**src/rtl/frame_deser_pkg.sv**
```systemverilog
package frame_deser_pkg;
  parameter int unsigned LEN_W = 5;
  parameter int unsigned CNT_W = 4;
  localparam int unsigned DATA_W = 1 << LEN_W;

  typedef struct packed {
    logic [LEN_W-1:0] len;
    logic [CNT_W-1:0] cnt;
    logic             msb_first;
    logic             loop_en;
  } rx_cfg_t;

  // length code 0 is forbidden; run it as 2-bit words
  function automatic logic [LEN_W-1:0] fix_len(input logic [LEN_W-1:0] l);
    return (l == '0) ? LEN_W'(1) : l;
  endfunction
endpackage

```
**src/rtl/frame_ctrl.sv**
```systemverilog
module frame_ctrl
  import frame_deser_pkg::*;
(
  input  logic             clk_i,
  input  logic             rst_ni,
  input  logic             start_i,
  input  rx_cfg_t          cfg_i,
  output rx_cfg_t          cfg_o,
  output logic             busy_o,
  output logic             first_bit_o,
  output logic             last_bit_o,
  output logic             last_word_o,
  output logic [LEN_W-1:0] pos_o
);
  rx_cfg_t          cfg_q;
  logic             busy_q;
  logic [LEN_W-1:0] bit_idx_q;
  logic [CNT_W-1:0] word_idx_q;

  always_ff @(posedge clk_i or negedge rst_ni) begin
    if (!rst_ni) begin
      busy_q     <= 1'b0;
      cfg_q      <= '0;
      bit_idx_q  <= '0;
      word_idx_q <= '0;
    end else if (!busy_q) begin
      if (start_i) begin
        busy_q     <= 1'b1;
        cfg_q      <= cfg_i;
        cfg_q.len  <= fix_len(cfg_i.len);
        bit_idx_q  <= '0;
        word_idx_q <= '0;
      end
    end else if (bit_idx_q == cfg_q.len) begin
      bit_idx_q <= '0;
      if (word_idx_q == cfg_q.cnt) busy_q <= 1'b0;
      else                         word_idx_q <= word_idx_q + 1'b1;
    end else begin
      bit_idx_q <= bit_idx_q + 1'b1;
    end
  end

  assign cfg_o       = cfg_q;
  assign busy_o      = busy_q;
  assign first_bit_o = (bit_idx_q == '0);
  assign last_bit_o  = busy_q && (bit_idx_q == cfg_q.len);
  assign last_word_o = (word_idx_q == cfg_q.cnt);
  assign pos_o       = cfg_q.msb_first ? (cfg_q.len - bit_idx_q) : bit_idx_q;

  assert_start_ignored_R8: assert property (@(posedge clk_i) disable iff (!rst_ni)
    (busy_q && start_i && !last_bit_o) |=> (busy_q && $stable(cfg_q)));

  assert_cfg_held_R9: assert property (@(posedge clk_i) disable iff (!rst_ni)
    (busy_q && !(last_bit_o && last_word_o)) |=> $stable(cfg_q));

  assert_len_nonzero_R2: assert property (@(posedge clk_i) disable iff (!rst_ni)
    busy_q |-> (cfg_q.len != '0));
endmodule

```
**src/rtl/word_asm.sv**
```systemverilog
module word_asm
  import frame_deser_pkg::*;
(
  input  logic              clk_i,
  input  logic              rst_ni,
  input  logic              sample_i,
  input  logic              first_i,
  input  logic              last_i,
  input  logic              last_word_i,
  input  logic [LEN_W-1:0]  pos_i,
  input  logic              bit_i,
  output logic [DATA_W-1:0] word_o,
  output logic              valid_o,
  output logic              done_o
);
  logic [DATA_W-1:0] acc_q, acc_d;

  always_comb begin
    acc_d        = first_i ? '0 : acc_q;
    acc_d[pos_i] = bit_i;
  end

  always_ff @(posedge clk_i or negedge rst_ni) begin
    if (!rst_ni) begin
      acc_q   <= '0;
      word_o  <= '0;
      valid_o <= 1'b0;
      done_o  <= 1'b0;
    end else begin
      valid_o <= sample_i && last_i;
      done_o  <= sample_i && last_i && last_word_i;
      if (sample_i) acc_q <= acc_d;
      if (sample_i && last_i) word_o <= acc_d;
    end
  end

  assert_done_with_valid_R7: assert property (@(posedge clk_i) disable iff (!rst_ni)
    done_o |-> valid_o);

  assert_valid_single_R7: assert property (@(posedge clk_i) disable iff (!rst_ni)
    valid_o |=> !valid_o);

  assert_word_held_R7: assert property (@(posedge clk_i) disable iff (!rst_ni)
    !$past(valid_o) && !valid_o |-> $stable(word_o));
endmodule

```
**src/rtl/frame_deser.sv**
```systemverilog
module frame_deser
  import frame_deser_pkg::*;
(
  input  logic        clk_i,
  input  logic        rst_ni,
  input  logic        rx_bit_i,
  input  logic        loop_bit_i,
  input  logic        start_i,
  input  logic [4:0]  len_i,
  input  logic [3:0]  cnt_i,
  input  logic        msb_first_i,
  input  logic        loop_en_i,
  output logic [31:0] word_o,
  output logic        word_valid_o,
  output logic        frame_done_o
);
  rx_cfg_t          cfg_in, cfg;
  logic             busy, first_bit, last_bit, last_word, ser_bit;
  logic [LEN_W-1:0] pos;

  assign cfg_in = '{len: len_i, cnt: cnt_i, msb_first: msb_first_i, loop_en: loop_en_i};

  frame_ctrl u_ctrl (
    .clk_i      (clk_i),
    .rst_ni     (rst_ni),
    .start_i    (start_i),
    .cfg_i      (cfg_in),
    .cfg_o      (cfg),
    .busy_o     (busy),
    .first_bit_o(first_bit),
    .last_bit_o (last_bit),
    .last_word_o(last_word),
    .pos_o      (pos)
  );

  assign ser_bit = cfg.loop_en ? loop_bit_i : rx_bit_i;

  word_asm u_asm (
    .clk_i      (clk_i),
    .rst_ni     (rst_ni),
    .sample_i   (busy),
    .first_i    (first_bit),
    .last_i     (last_bit),
    .last_word_i(last_word),
    .pos_i      (pos),
    .bit_i      (ser_bit),
    .word_o     (word_o),
    .valid_o    (word_valid_o),
    .done_o     (frame_done_o)
  );

  assert_upper_zero_R1: assert property (@(posedge clk_i) disable iff (!rst_ni)
    word_valid_o |-> ((word_o >> ({1'b0, cfg.len} + 6'd1)) == '0));

  assert_idle_quiet_R3: assert property (@(posedge clk_i) disable iff (!rst_ni)
    (!busy && !$past(busy)) |-> !word_valid_o);
endmodule

```
**config.mk**
```make
export PLATFORM = sky130hd
export DESIGN_NAME = frame_deser
export DESIGN_NICKNAME = d
export VERILOG_FILES = /design/src/rtl/frame_deser_pkg.sv /design/src/rtl/frame_ctrl.sv /design/src/rtl/word_asm.sv /design/src/rtl/frame_deser.sv
export SDC_FILE = /design/constraint.sdc
export NUM_CORES = 1
export LEC_CHECK = 0
export BUFFER_PORTS_ARGS = -buffer_cell sky130_fd_sc_hd__buf_2
export CORE_MARGIN = 5
export CORE_UTILIZATION = 53
export DETAILED_ROUTE_END_ITERATION = 7
export GPL_ROUTABILITY_DRIVEN = 0
export PLACE_DENSITY = 0.76
export SYNTH_ARGS = -nofsm -noshare
export SYNTH_HDL_FRONTEND = slang
export SYNTH_SLANG_ARGS = --single-unit
```
**constraint.sdc**
```tcl
create_clock -name clk_i -period 2.55 [get_ports clk_i]
set_clock_uncertainty 0.15 [all_clocks]
set_input_delay 0.51 -clock clk_i [delete_from_list [all_inputs] [get_ports clk_i]]
set_output_delay 0.51 -clock clk_i [all_outputs]
set_load 0.1 [all_outputs]
```
==> results.txt <==
The run finished, with violations left. The checks that failed: setup timing. The count of warnings emitted by yosys is 0.

The net count reported at finish came out at ~600. The number of instances in the synthesized netlist came out at between 400 and 500. The proportion of netlist area held by the largest area contributor came out at between 40 and 50%.

Yosys mapped a number of flops with a built-in enable equal to 0. The total routing usage reported by global routing is approximately 25%. The number of core rows came out at 33.

The data required time at the worst endpoint came out at about 2700 ps. The cell total after placement came out at about 660. The final count of pins violating max slew is 0. The post-DP HPWL came out at between 8000 and 9000 µm. The detailed router placed 4212 vias in this run. Setup repair after global routing could not meet its margin everywhere.

The commonest cells after synthesis are sky130_fd_sc_hd__dfrtp_1 (87), sky130_fd_sc_hd__nand2_1 (69), sky130_fd_sc_hd__o21ai_0 (48). In the synthesized netlist the dominant register cell turns out to be sky130_fd_sc_hd__dfrtp_1. The path class of the lowest-slack min-delay path is primary input to register.

In this run, synthesis produced a sequential element count of 87. Synthesis produced a netlist with a net count of about 500. The number of filler cells placed in the layout came out at approximately 630. In this design, the largest share of critical-path delay is due to compound AO/OA/AOI/OAI gates.

The post-route antenna net violation count is 0. The signal on the critical path passes through inv_2, ha_4, inv_2, fa_2, a211o_1, a21oi_4, nor2_1, a22o_1, nor2_2, buf_12, nor3_2, a211o_1. The first-pass GRT wire length is between 20000 and 25000 µm. The number of global-route vias before repair was around 4200. The y dimension of the die came out at between 100 and 150 µm. Ranked by total cell area, the synthesized netlist is headed by sky130_fd_sc_hd__dfrtp_1 (48%), sky130_fd_sc_hd__nand2_1 (5.7%), sky130_fd_sc_hd__o21ai_0 (5.3%). The highest clock frequency the design can meet is 0.354 GHz. The cell type with the highest aggregate area in the netlist is sky130_fd_sc_hd__dfrtp_1. The total buffers and inverters traversed by the critical path is 3.

The startpoint kind of the worst setup timing path is a register. Cells with a size suffix above 1 make up a little under two fifths of the layout. The hold violation count in the final report is 0. The pre-antenna-repair detailed-routing pass consisted of 5 iterations.

The maximum fanout count along the critical path is 16. The endpoint type of the worst setup path is a register. The slew at the pin closest to its max-slew limit is between 500 and 600 ps. The average cell area after synthesis is about 9.5 µm². The worst path uses 111% of the clock period. The number of buffers added by the clock tree synthesis step came out at 9. Subtracting the final worst setup slack from the clock period gives 2820 ps. The number of vias per cell after detailed routing is 6.13.

The mean routed wirelength per cell is approximately 18 µm. The floorplan step defined a die boundary enclosing around 10000 µm². The data arrival time of the critical path came out at slightly below 3000 ps. The sequential cell area fraction in the yosys report is between 40% and 50%. The antenna cell count came out at 0. The initial antenna violation count is 0. In the post-synthesis netlist, the cell with the most instances is sky130_fd_sc_hd__dfrtp_1.

The pin count of the biggest net entering global routing came out at 37. The master cell of the clock root buffer is sky130_fd_sc_hd__clkbuf_8. Wires add up to about 13000 µm. The growth of design area from synthesis to finish came out at 30.5%.

Yosys mapped the design onto 56 distinct sky130hd cell types. In the post-route analysis, the smallest setup slack over all paths is -273 ps. The max capacitance violation total came out at 0. The area of the core region is between 8000 and 9000 µm². The final instance count without filler cells is 687. TritonCTS built the clock tree. The slowest stage of the critical path belongs to the cell sky130_fd_sc_hd__dfrtp_1. The width of the chip came out at slightly above 100 µm. For this block, the initial DRC count from the detailed router was 280. The cell area after technology mapping is ~4500 µm². For this run, design rule violations remaining after detail routing come to 0. The clock sink count is 87. The delay of the slowest cell on the worst path came out at between 300 and 400 ps. In this run the tool buffered the top-level ports with a little under 50 buffer cells. The critical path is of the register to register type. The maximum clock insertion buffer count is 2.

The setup violation total in the final timing report is 64. The initial core utilization came out at between 50% and 60%. The clock latency of the later-clocked register in the worst-skew pair came out at 360 ps. The count of H-tree levels built during CTS is 3. The clock-pin slew reported for the worst setup and hold paths after clock tree synthesis is approximately 90 ps.

Measured against its own limit, the worst slew margin works out to approximately three fifths. After synthesis, the share of flip-flops with an asynchronous set or reset is 100%. The boundary pin count came out at 50. For this run the aggregate overflow at the end of global routing stands at 0.
==> layout make-up <==
class,count,area (µm²),area share [%]
clock buffer,11,141,2.40
clock inverter,5,41.3,0.700
inverter,16,60.1,1.02
multi-input combinational,347,2470,41.9
sequential,87,2180,36.9
tap,105,131,2.23
timing repair buffer,116,873,14.8
==> per-layer routing <==
metal / global-route usage (%) / share of wire [%]
met1: 31.7 / 41
met2: 42.3 / 49
met3: 4.71 / 6.9
met4: 9.89 / 2.9
met5: 0 / 0
==> final timing paths <==
kind / startpoint / cells past startpoint / endpoint / slack [ps]
setup / recovery: u_ctrl.cfg_o[6] / 12 / u_asm.word_o[7] / -270
max in group asynchronous: rst_ni / 3 / u_asm.word_o[17] / 1110
hold / removal: cnt_i[2] / 2 / u_ctrl.cfg_o[4] / 220
setup reg to reg: u_ctrl.cfg_o[6] / 12 / u_asm.word_o[7] / -270
hold reg to reg: u_asm.acc_q[12] / 1 / u_asm.acc_q[12] / 340
min in group asynchronous: rst_ni / 2 / u_asm.word_o[28] / 490
==> sequential cells by signal (all words and copies together), names as in the netlist <==
| name | flops |
|---|---|
| u_asm.valid_o | 1 |
| u_ctrl.bit_idx_q | 5 |
| u_asm.word_o | 32 |
| u_ctrl.busy_o | 1 |
| u_asm.done_o | 1 |
| u_ctrl.word_idx_q | 4 |
| u_asm.acc_q | 32 |
| u_ctrl.cfg_o | 11 |
==> cells in the final DEF, fill, tap and decap left out, types with 6 or more instances in the layout <==
| cell type | count |
|---|---|
| sky130_fd_sc_hd__dfrtp_1 | 86 |
| sky130_fd_sc_hd__nand2_1 | 56 |
| sky130_fd_sc_hd__buf_4 | 55 |
| sky130_fd_sc_hd__buf_2 | 48 |
| sky130_fd_sc_hd__o21ai_1 | 38 |
| sky130_fd_sc_hd__nor2_1 | 30 |
| sky130_fd_sc_hd__o211ai_1 | 26 |
| sky130_fd_sc_hd__a21oi_2 | 16 |
| sky130_fd_sc_hd__inv_1 | 12 |
| sky130_fd_sc_hd__mux2_2 | 12 |
| sky130_fd_sc_hd__a32oi_1 | 12 |
| sky130_fd_sc_hd__nand2_2 | 11 |
| sky130_fd_sc_hd__o21ai_0 | 10 |
| sky130_fd_sc_hd__clkbuf_8 | 10 |
| sky130_fd_sc_hd__a221o_1 | 7 |
| sky130_fd_sc_hd__o311ai_1 | 7 |
| sky130_fd_sc_hd__nand3_1 | 7 |
| sky130_fd_sc_hd__a21oi_1 | 7 |
| sky130_fd_sc_hd__buf_12 | 7 |
| sky130_fd_sc_hd__a211o_1 | 6 |
| sky130_fd_sc_hd__a21o_1 | 6 |
==> cell families (layout without fill, tap and decap cells) <==
logic type,Yosys count,count (layout),share of synthesized area [%]
flip-flops,87,87,48.2
adder cells (fa/ha/maj),8,8,2.38
AND/OR/NAND/NOR,151,152,16.1
buffers and inverters,44,148,4.12
multiplexers,12,12,2.99
XOR/XNOR,8,8,1.55
AO/OA/AOI/OAI,167,167,24.7
==> through the flow <==
| step | cell area, µm² | hold WS [ps] | setup TNS (ps) | setup WS, ps | utilization [%] |
|---|---|---|---|---|---|
| floorplan | 4620 | 64.4 | -2230 | -112 | - |
| global placement | 5330 | 308 | -9260 | -247 | 64.5 |
| detailed placement | 5330 | 315 | -13250 | -351 | 64.5 |
| CTS | 5710 | 215 | -4060 | -140 | 69.1 |
| global route | 5900 | 220 | -20360 | -395 | 71.4 |
| finish | 5900 | 223 | -11970 | -273 | 71.4 |
==> worst register-to-register path, stage by stage (launching register included) <==
cell	delay, ps
sky130_fd_sc_hd__dfrtp_1	390
sky130_fd_sc_hd__inv_2	70
sky130_fd_sc_hd__ha_4	120
sky130_fd_sc_hd__inv_2	30
sky130_fd_sc_hd__fa_2	350
sky130_fd_sc_hd__a211o_1	370
sky130_fd_sc_hd__a21oi_4	230
sky130_fd_sc_hd__nor2_1	90
sky130_fd_sc_hd__a22o_1	250
sky130_fd_sc_hd__nor2_2	150
sky130_fd_sc_hd__buf_12	160
sky130_fd_sc_hd__nor3_2	50
sky130_fd_sc_hd__a211o_1	280
==> timing repair <==
action                                  in CTS  in global routing
cloned                                       0                  2
hold buffers                                 1                  0
setup buffers                                8                  6
endpoints found under the setup margin      64                 64
resized for setup                           42                 21
pin swaps                                   27                 22
hold endpoints to repair                    31                  0
Power is left out: the tool's default activity adds up to more than one toggle a clock period on the data nets, which glitch-free logic cannot reach.
